==> config.mk <==
export PLATFORM = sky130hd
export DESIGN_NAME = nr_sig_div
export DESIGN_NICKNAME = d
export VERILOG_FILES = /design/src/rtl/nr_sig_div.sv
export SDC_FILE = /design/constraint.sdc
export NUM_CORES = 2
export LEC_CHECK = 0
export BUFFER_PORTS_ARGS = -buffer_cell sky130_fd_sc_hd__buf_2
export CORE_MARGIN = 2
export CORE_UTILIZATION = 30
export CTS_BUF_LIST = sky130_fd_sc_hd__clkbuf_16
export DETAILED_ROUTE_END_ITERATION = 8
export PLACE_DENSITY_LB_ADDON = 0.1
export SYNTH_ARGS = -nofsm -noshare
export SYNTH_HDL_FRONTEND = slang
export SYNTH_SLANG_ARGS = --single-unit
export TNS_END_PERCENT = 100
==> constraint.sdc <==
create_clock -name clk -period 17.93 [get_ports clk]
set_input_delay 0 -clock clk [delete_from_list [all_inputs] [get_ports clk]]
set_output_delay 0 -clock clk [all_outputs]
set_load 0.03 [all_outputs]
==> src/rtl/nr_sig_div.sv <==
module nr_sig_div #(
  parameter int SIG_W    = 24,
  parameter int TAB_BITS = 6,
  parameter int TAB_W    = 15,
  parameter int MOD_W    = 15,
  parameter int SEED_F   = 16,
  parameter int DP_F     = 27
) (
  input  logic             clk,
  input  logic             rst_n,
  input  logic             in_valid,
  input  logic [SIG_W-1:0] num_i,
  input  logic [SIG_W-1:0] den_i,
  output logic             out_valid,
  output logic [SIG_W-1:0] quo_o,
  output logic             lt_one_o
);
  localparam int F     = SIG_W - 1;
  localparam int TAB_N = 1 << TAB_BITS;
  localparam int INV_W = MOD_W - TAB_BITS;
  localparam int PRD_F = TAB_W + MOD_W;
  localparam int SQ_F  = 2 * SEED_F;
  localparam int PW    = DP_F + 1 + SIG_W;
  localparam int FIN_F = DP_F + F;

  // first Taylor term 1/(x1 + half segment)^2, rounded up
  function automatic logic [TAB_W-1:0] seed_entry(input int a);
    logic [63:0] mid, msq, num;
    mid = (64'd1 << (TAB_BITS + 1)) + 64'(2 * a + 1);
    msq = mid * mid;
    num = 64'd1 << (TAB_W + 2 * TAB_BITS + 2);
    seed_entry = TAB_W'((num + msq - 64'd1) / msq);
  endfunction

  logic [TAB_W-1:0] seed_tab [TAB_N];
  generate
    for (genvar i = 0; i < TAB_N; i++) begin : g_tab
      assign seed_tab[i] = seed_entry(i);
    end
  endgenerate

  logic [MOD_W:0] xmod;
  assign xmod = {1'b1, den_i[F-1 -: TAB_BITS], ~den_i[F-TAB_BITS-1 -: INV_W]};

  logic             v1, v2, v3, v4;
  logic [SIG_W-1:0] n1, n2, n3, n4, d1, d2, d3;
  logic [TAB_W-1:0] r1;
  logic [MOD_W:0]   m1;
  logic [SEED_F:0]  p0_2, p0_3;
  logic [DP_F:0]    sq3, rcp4;
  logic [2:0]       since_rst;

  logic [PRD_F:0]      seed_prod;
  logic [SQ_F+1:0]     sq_full;
  logic [PW-1:0]       dq_full, fin;
  logic [PW:0]         dq_sum, fine_sum, coarse_sum;
  logic [DP_F+1:0]     dq_r, two_p0, rcp_full;
  logic [SIG_W+1:0]    fine, coarse;
  logic [SIG_W-1:0]    q_next;
  logic                lt_next;

  assign seed_prod  = r1 * m1;
  assign sq_full    = p0_2 * p0_2;
  assign dq_full    = sq3 * d3;
  assign dq_sum     = {1'b0, dq_full} + ((PW+1)'(1) << (F - 1));
  assign dq_r       = dq_sum[F+DP_F+1:F];
  assign two_p0     = {p0_3, {(DP_F-SEED_F+1){1'b0}}};
  assign rcp_full   = two_p0 - dq_r;
  assign fin        = rcp4 * n4;
  assign fine_sum   = {1'b0, fin} + ((PW+1)'(1) << (FIN_F - SIG_W - 1));
  assign coarse_sum = {1'b0, fin} + ((PW+1)'(1) << (FIN_F - SIG_W));
  assign fine       = fine_sum[FIN_F+1:FIN_F-SIG_W];
  assign coarse     = coarse_sum[FIN_F+2:FIN_F-SIG_W+1];

  always_comb begin
    if (fine[SIG_W+1:SIG_W] == 2'b00) begin
      lt_next = 1'b1;
      q_next  = fine[SIG_W-1:0];
    end else if (coarse[SIG_W+1:SIG_W] != 2'b00) begin
      lt_next = 1'b0;
      q_next  = '1;
    end else begin
      lt_next = 1'b0;
      q_next  = coarse[SIG_W-1:0];
    end
  end

  always_ff @(posedge clk or negedge rst_n) begin
    if (!rst_n) begin
      {v1, v2, v3, v4, out_valid} <= '0;
      {n1, n2, n3, n4, d1, d2, d3} <= '0;
      r1 <= '0;  m1 <= '0;
      p0_2 <= '0; p0_3 <= '0;
      sq3 <= '0; rcp4 <= '0;
      quo_o <= '0; lt_one_o <= 1'b0;
      since_rst <= '0;
    end else begin
      v1 <= in_valid; n1 <= num_i; d1 <= den_i;
      r1 <= seed_tab[den_i[F-1 -: TAB_BITS]];
      m1 <= xmod;
      v2 <= v1; n2 <= n1; d2 <= d1;
      p0_2 <= seed_prod[PRD_F -: SEED_F+1];
      v3 <= v2; n3 <= n2; d3 <= d2; p0_3 <= p0_2;
      sq3 <= sq_full[SQ_F -: DP_F+1];
      v4 <= v3; n4 <= n3;
      rcp4 <= rcp_full[DP_F:0];
      out_valid <= v4;
      quo_o     <= q_next;
      lt_one_o  <= lt_next;
      if (since_rst != 3'd5) since_rst <= since_rst + 3'd1;
    end
  end

  AST_RESULT_LATENCY: assert property (@(posedge clk) disable iff (!rst_n)
    (since_rst == 3'd5) |-> (out_valid == $past(in_valid, 5)));
  AST_QUO_NORMALIZED: assert property (@(posedge clk) disable iff (!rst_n)
    out_valid |-> quo_o[SIG_W-1]);
  AST_SEED_IN_RANGE: assert property (@(posedge clk) disable iff (!rst_n)
    v2 |-> (!p0_2[SEED_F] && p0_2[SEED_F-1]));
  AST_RECIP_IN_RANGE: assert property (@(posedge clk) disable iff (!rst_n)
    v4 |-> (rcp4[DP_F:DP_F-2] != 3'b000));
endmodule

Word level (Yosys, flattened, before mapping)
Memories as Yosys holds them, arrays and structs flattened. A register that Yosys moved wholly into a read port is not among the register bits.
Index checks and enable logic that the tools add are counted.
{"block": "word_totals", "register_bits": 303, "latch_bits": 0, "ramBits": 0, "mem_bits_ro": 960, "input_bits": 51, "n_memories": 1}
{"block": "op_classes", "add_sub_neg": 4, "n_mul": 4, "div_mod_pow": 0, "n_lt_le_gt_ge": 0, "n_eq_ne": 0, "shift": 0, "muxes": 3, "bitwise": 2, "reduce_logical": 3}
{"memory": "(no name shown)", "depth": 64, "width": 15, "read_ports": 1, "rd_clocked_by_memory_dff": 1, "write_ports": 0, "line_no": "99", "rtl": "r1 <= seed_tab[den_i[F-1 -: TAB_BITS]];"}
{"op": "52-bit by 27-bit adder with 53-bit output (second input constant)", "count": 1}
{"op": "52-bit by 26-bit adder with 52-bit output (second input constant)", "count": 1}
{"op": "28-bit by 24-bit multiplier with 52-bit output", "count": 1}
{"op": "51-bit by 23-bit adder with 51-bit output (second input constant)", "count": 1}
{"op": "28-bit by 24-bit multiplier with 51-bit output", "count": 1}
{"op": "24-bit two-way mux", "count": 2}
{"op": "17-bit by 17-bit multiplier with 33-bit output", "count": 1}
{"op": "15-bit by 16-bit multiplier with 31-bit output", "count": 1}
{"op": "28-bit subtractor", "count": 1}
{"op": "9-bit NOT", "count": 1}
{"op": "6-bit NOT with 7-bit output", "count": 1}
{"op": "2-bit zero test", "count": 1}
{"op": "2-bit nonzero test", "count": 1}
{"op": "1-bit zero test", "count": 1}
{"op": "1-bit two-way mux", "count": 1}

Logic depth before layout (Yosys ltp)
{"block": "logic_depth", "depth_word": 5, "mapped_depth": 40}

Worst setup path after synthesis
Ideal clock, no wire load.
{"block": "synth_timing", "path_kind": "register to register", "start": "register d3[4]", "end": "register rcp4[27]", "arrival_ps": 8635, "setup_slack_ps": 9170, "path_stages_with_launch": 37, "period_less_slack_ps": 8760, "path_cell_list": "dfrtp_1 > clkbuf_1 > buf_1 > nand2_1 > fa_1 > fa_1 > fa_1 > inv_1 > fa_1 > inv_1 > fa_1 > fa_1 > fa_1 > inv_1 > ha_1 > clkbuf_1 > nand2_1 > o21ai_0 > or4_1 > a21oi_1 > o31ai_1 > a21oi_1 > nor2b_1 > o21a_1 > o21ai_0 > o21ai_0 > a21oi_1 > xor2_1 > ha_1 > nand4_1 > nor2_1 > nand2_1 > a211oi_1 > o2111ai_1 > a21oi_1 > xnor2_1 > xnor2_1"}
{"block": "synth_between", "elab_chain_len": 3}
{"element": "start: declaration", "line_no": "46", "rtl": "logic [SIG_W-1:0] n1, n2, n3, n4, d1, d2, d3;"}
{"element": "start signal: assignment", "line_no": "91", "rtl": "{n1, n2, n3, n4, d1, d2, d3} <= '0;"}
{"element": "start signal: assignment", "line_no": "103", "rtl": "v3 <= v2; n3 <= n2; d3 <= d2; p0_3 <= p0_2;"}
{"element": "28-bit by 24-bit multiplier with 51-bit output", "line_no": "64", "rtl": "assign dq_full = sq3 * d3;"}
{"element": "51-bit by 23-bit adder with 51-bit output", "line_no": "65", "rtl": "assign dq_sum = {1'b0, dq_full} + ((PW+1)'(1) << (F - 1));"}
{"element": "28-bit subtractor", "line_no": "68", "rtl": "assign rcp_full = two_p0 - dq_r;"}
{"element": "via rcp_full[27]", "line_no": "57", "rtl": "logic [DP_F+1:0] dq_r, two_p0, rcp_full;"}
{"element": "end signal: assignment", "line_no": "106", "rtl": "rcp4 <= rcp_full[DP_F:0];"}
{"element": "end: declaration", "line_no": "50", "rtl": "logic [DP_F:0] sq3, rcp4;"}
The timed path passes the listed nets, and every way through them passes these cells.

Worst setup path in the final report
{"block": "layout_timing", "start": "register sq3[9]", "end": "register rcp4[26]"}
{"block": "layout_between", "elab_chain_len": 3}
{"element": "start: declaration", "line_no": "50"}
{"element": "start signal: assignment", "line_no": "104", "rtl": "sq3 <= sq_full[SQ_F -: DP_F+1];"}
{"element": "28-bit by 24-bit multiplier with 51-bit output", "line_no": "64"}
{"element": "51-bit by 23-bit adder with 51-bit output", "line_no": "65"}
{"element": "28-bit subtractor", "line_no": "68"}
{"element": "via rcp_full[26]", "line_no": "57"}
The timed path passes the listed nets, and every way through them passes these cells.

==> reports/qor_table.md <==
| Metric | Reported | Unit |
|:---|:---|:---|
| Fraction of synthesis flops using an asynchronous set or reset pin | 100 | % |
| Final Slew Violations | 0 | - |
| Largest stage delay, worst path | 1.11 | ns |
| Biggest fanout along the worst timing path | 24 | - |
| Number of warnings printed during yosys synthesis | 0 | - |
| Count of buffers inserted at the top-level ports | 76 | - |
| Min Tclk post-route | 10.22 | ns |
| Most numerous cell on the critical path | fa_1 | - |
| H-tree lvl count | 2 | - |
| CTS tree | built | - |
| Half-perimeter wire length after placement | 162 | mm |
| Number of antenna violations at the first check in global routing | 11 | - |
| Worst Path Class, Setup | register to register | - |
| I/O pin total | 77 | - |
| TNS Setup | 0 | ns |
| Cell types occupying the most area after synthesis | fa_1 (43%), dfrtp_1 (11%), ha_1 (11%), inv_1 (9.3%), and2_1 (7.4%) | - |
| Met2 Resource Use GR | 33.2 | % |
| Pin count of the biggest net entering global routing | 125 | - |
| Arrival time at the worst endpoint | 10.84 | ns |
| Synth unique cells | 93 | - |
| Peak clock frequency supported by timing | 97.8 | MHz |
| Post-CTS setup buffer count | 0 | - |
| Via density | 4.63 | - |
| Register-to-Register Setup Slack | 7.71 | ns |
| Setup crit end kind | register | - |
| Core area | 0.230 | sq mm |
| Post-cts repair resize count | 0 | - |
| Average wire per standard cell | 20.4 | um |
| Worst setup path endpoint | rcp4[26]$_DFF_PN0_ | - |
| Drt initial violations | 2292 | - |
| Slew at the pin closest to its max-slew limit | 1.19 | ns |
| Data required time at the worst endpoint | 18.55 | ns |
| GR Util All Layers | 18.7 | % |
| Worst-case clock skew | 0.0778 | ns |
| Remaining global-route overflow | 0 | - |
| TritonRoute pass-1 iters | 5 | - |
| Gate count after technology mapping | 7476 | - |
| Outcome | finished, final reports clean | - |
| DRC | 0 | - |
| Count of endpoints failing hold in the final timing report | 0 | - |
| Number of buffers inserted by hold repair at cts | 95 | - |
| Launching element type of the critical path | register | - |
| Layout Area Growth over Synthesis | 8.85 | % |
| Netlist area before placement | 0.0696 | sq mm |
| Final weighted congestion of routability-driven global placement | 0.832 | - |
| Clock buffers created by TritonCTS | 46 | - |
| Portion of the clock cycle consumed by the worst path in the final layout | 57.0 | % |
| Max_slew headroom | 20.4 | % |
| Number of enable flip-flop cells after synthesis | 0 | - |
| Number of vias after detailed routing | 48690 | - |
| Met3 usage in global routing | 1.61 | % |
| Die Y-Extent | 486 | um |
| Most numerous cell types in the synthesized netlist | inv_1 (1728), fa_1 (1508), nand2_1 (1038) | - |
| Critical path's slowest cell | dfrtp_1 | - |
| Cell type with the highest aggregate area in the netlist | fa_1 | - |
| Final layout net count | 9601 | - |
| Net count after synthesis | 9629 | - |
| Vias in the first global route | 54940 | - |
| Total Die Area | 0.236 | sq mm |
| Chip Width | 486 | um |
| Clock-pin slew on the worst setup and hold paths | 0.06 | ns |
| Maximum clock path buffer count | 3 | - |
| Count of final setup violators | 0 | - |
| Root cell of the clock tree | clkbuf_16 | - |
| Library cell with the highest instance count after synthesis | inv_1 | - |
| End of the worst register-to-register path | rcp4[26]$_DFF_PN0_ | - |
| Total length of routed wires | 215 | mm |
| Tightest Hold Check Type | primary input to register | - |
| Global-route wire length before repair | 339 | mm |
| Post-route ant nets | 0 | - |
| Number of cells on the worst reg-to-reg path | 34 | - |
| Starting density of the core | 30.2 | % |
| Sequential fraction of the synthesis area | 11.2 | % |
| Max-cap check violation count | 0 | - |
| CTS Sinks | 312 | - |
| GRT met1 Usage | 24.9 | % |
| Count of state elements after synthesis | 312 | - |
| Unrepaired setup endpoints after global routing | false | - |
| Busiest layer in global routing | met2 | - |
| CP Launch Point | sq3[9]$_DFF_PN0_ | - |
| Syn_area_per_cell | 9.32 | sq um |
| Proportion of layout cells with a drive suffix above 1 | 4.12 | % |
| Floorplan row count | 176 | - |
| Yosys top cell area share | 43.3 | % |
| Dominant register cell in the synthesized netlist | dfrtp_1 | - |
| Reg2Reg Launch Point | sq3[9]$_DFF_PN0_ | - |
| Clock network latency to the later pin of the worst-skew pair | 0.71 | ns |
layer usage:
metal | vias to the layer above | part of all wire (%)
li1 | 22062 | -
met1 | 25745 | 45
met2 | 700 | 50
met3 | 181 | 2.8
met4 | 2 | 1.9
met5 | - | 0.0061
worst min path at each step:
stage,cells past startpoint,end,from,slack [ns]
after global routing,2,d1[10]$_DFF_PN0_,den_i[10],0.08
after global placement,1,n2[2]$_DFF_PN0_,rst_n,0.06
after CTS,2,d1[10]$_DFF_PN0_,den_i[10],0.05
final,2,d1[10]$_DFF_PN0_,den_i[10],0.11
after floorplan,0,d1[0]$_DFF_PN0_,rst_n,-0.30
after detailed placement,1,n2[1]$_DFF_PN0_,rst_n,0.06
cell usage in the layout (no fill, tap or decap), types with 24 or more instances in the layout:
master | Yosys | final
dlygate4sd3_1 | 0 | 94
nand4_1 | 28 | 28
buf_4 | 0 | 99
buf_2 | 7 | 75
nor3_1 | 42 | 42
nor2b_1 | 24 | 24
and2_1 | 829 | 829
a21o_1 | 56 | 56
inv_1 | 1728 | 1735
o21ai_0 | 119 | 119
xor2_1 | 55 | 55
nand3_1 | 45 | 45
nor2_1 | 134 | 134
nand2_1 | 1038 | 1038
xnor2_1 | 113 | 113
dfrtp_1 | 312 | 290
clkbuf_16 | 0 | 46
ha_1 | 594 | 594
fa_1 | 1508 | 1508
a21oi_1 | 155 | 155
area by class of cell:
class                      instances  area [sq um]
inverter                        1729          6490
sequential                       312          7840
tap                             3026          3790
fill                           24126        155000
antenna                            2          5.00
multi-input combinational       5088         54000
clock buffer                      46          1150
timing repair buffer             271          2110
clock inverter                    37           397
worst max-delay path: cells and delay by family, from the launching register on:
kind,cells,cell delay [ns]
fa+ha+maj,9,4.16
compound gates,11,2.86
simple gates,7,1.40
flops,1,1.11
xor+xnor,2,0.27
buf+inv,5,0.26
sequential cells by signal (all words and copies together) (netlist names), 15 cells and up:
name and count:
p0_2 17, n2 24, n4 24, p0_3 16, n1 24, d1 18, d3 24, m1 16
n3 24, sq3 28, quo_o 24, d2 24, rcp4 28, r1 15
kinds of logic (layout without fill, tap and decap cells):
family | after synthesis | in the layout | share of synthesized area (%)
XOR/XNOR | 169 | 169 | 2.14
adder cells (fa/ha/maj) | 2102 | 2102 | 54.0
buffers and inverters | 2076 | 2083 | 11.2
AO/OA/AOI/OAI | 553 | 553 | 5.12
other | 1 | 3 | 0.00538
AND/OR/NAND/NOR | 2248 | 2248 | 16.0
flip-flops | 312 | 312 | 11.2
multiplexers | 15 | 15 | 0.280
per-stage QoR:
step | instance area [sq um] | cells | utilization (%) | setup slack [ns] | hold WS (ns)
2_1_floorplan | 69600 | 7476 | - | 9.17 | -0.296
3_3_place_gp | 73300 | 10331 | 31.8 | 7.90 | 0.0627
3_5_place_dp | 73300 | 10331 | 31.8 | 7.77 | 0.0631
4_1_cts | 75800 | 10509 | 32.9 | 7.68 | 0.0462
5_1_grt | 75800 | 10510 | 32.9 | 7.10 | 0.0830
6_report | 75800 | 10511 | 32.9 | 7.71 | 0.114
Power is left out: the tool's default activity adds up to more than one toggle a clock period on the data nets, which glitch-free logic cannot reach.
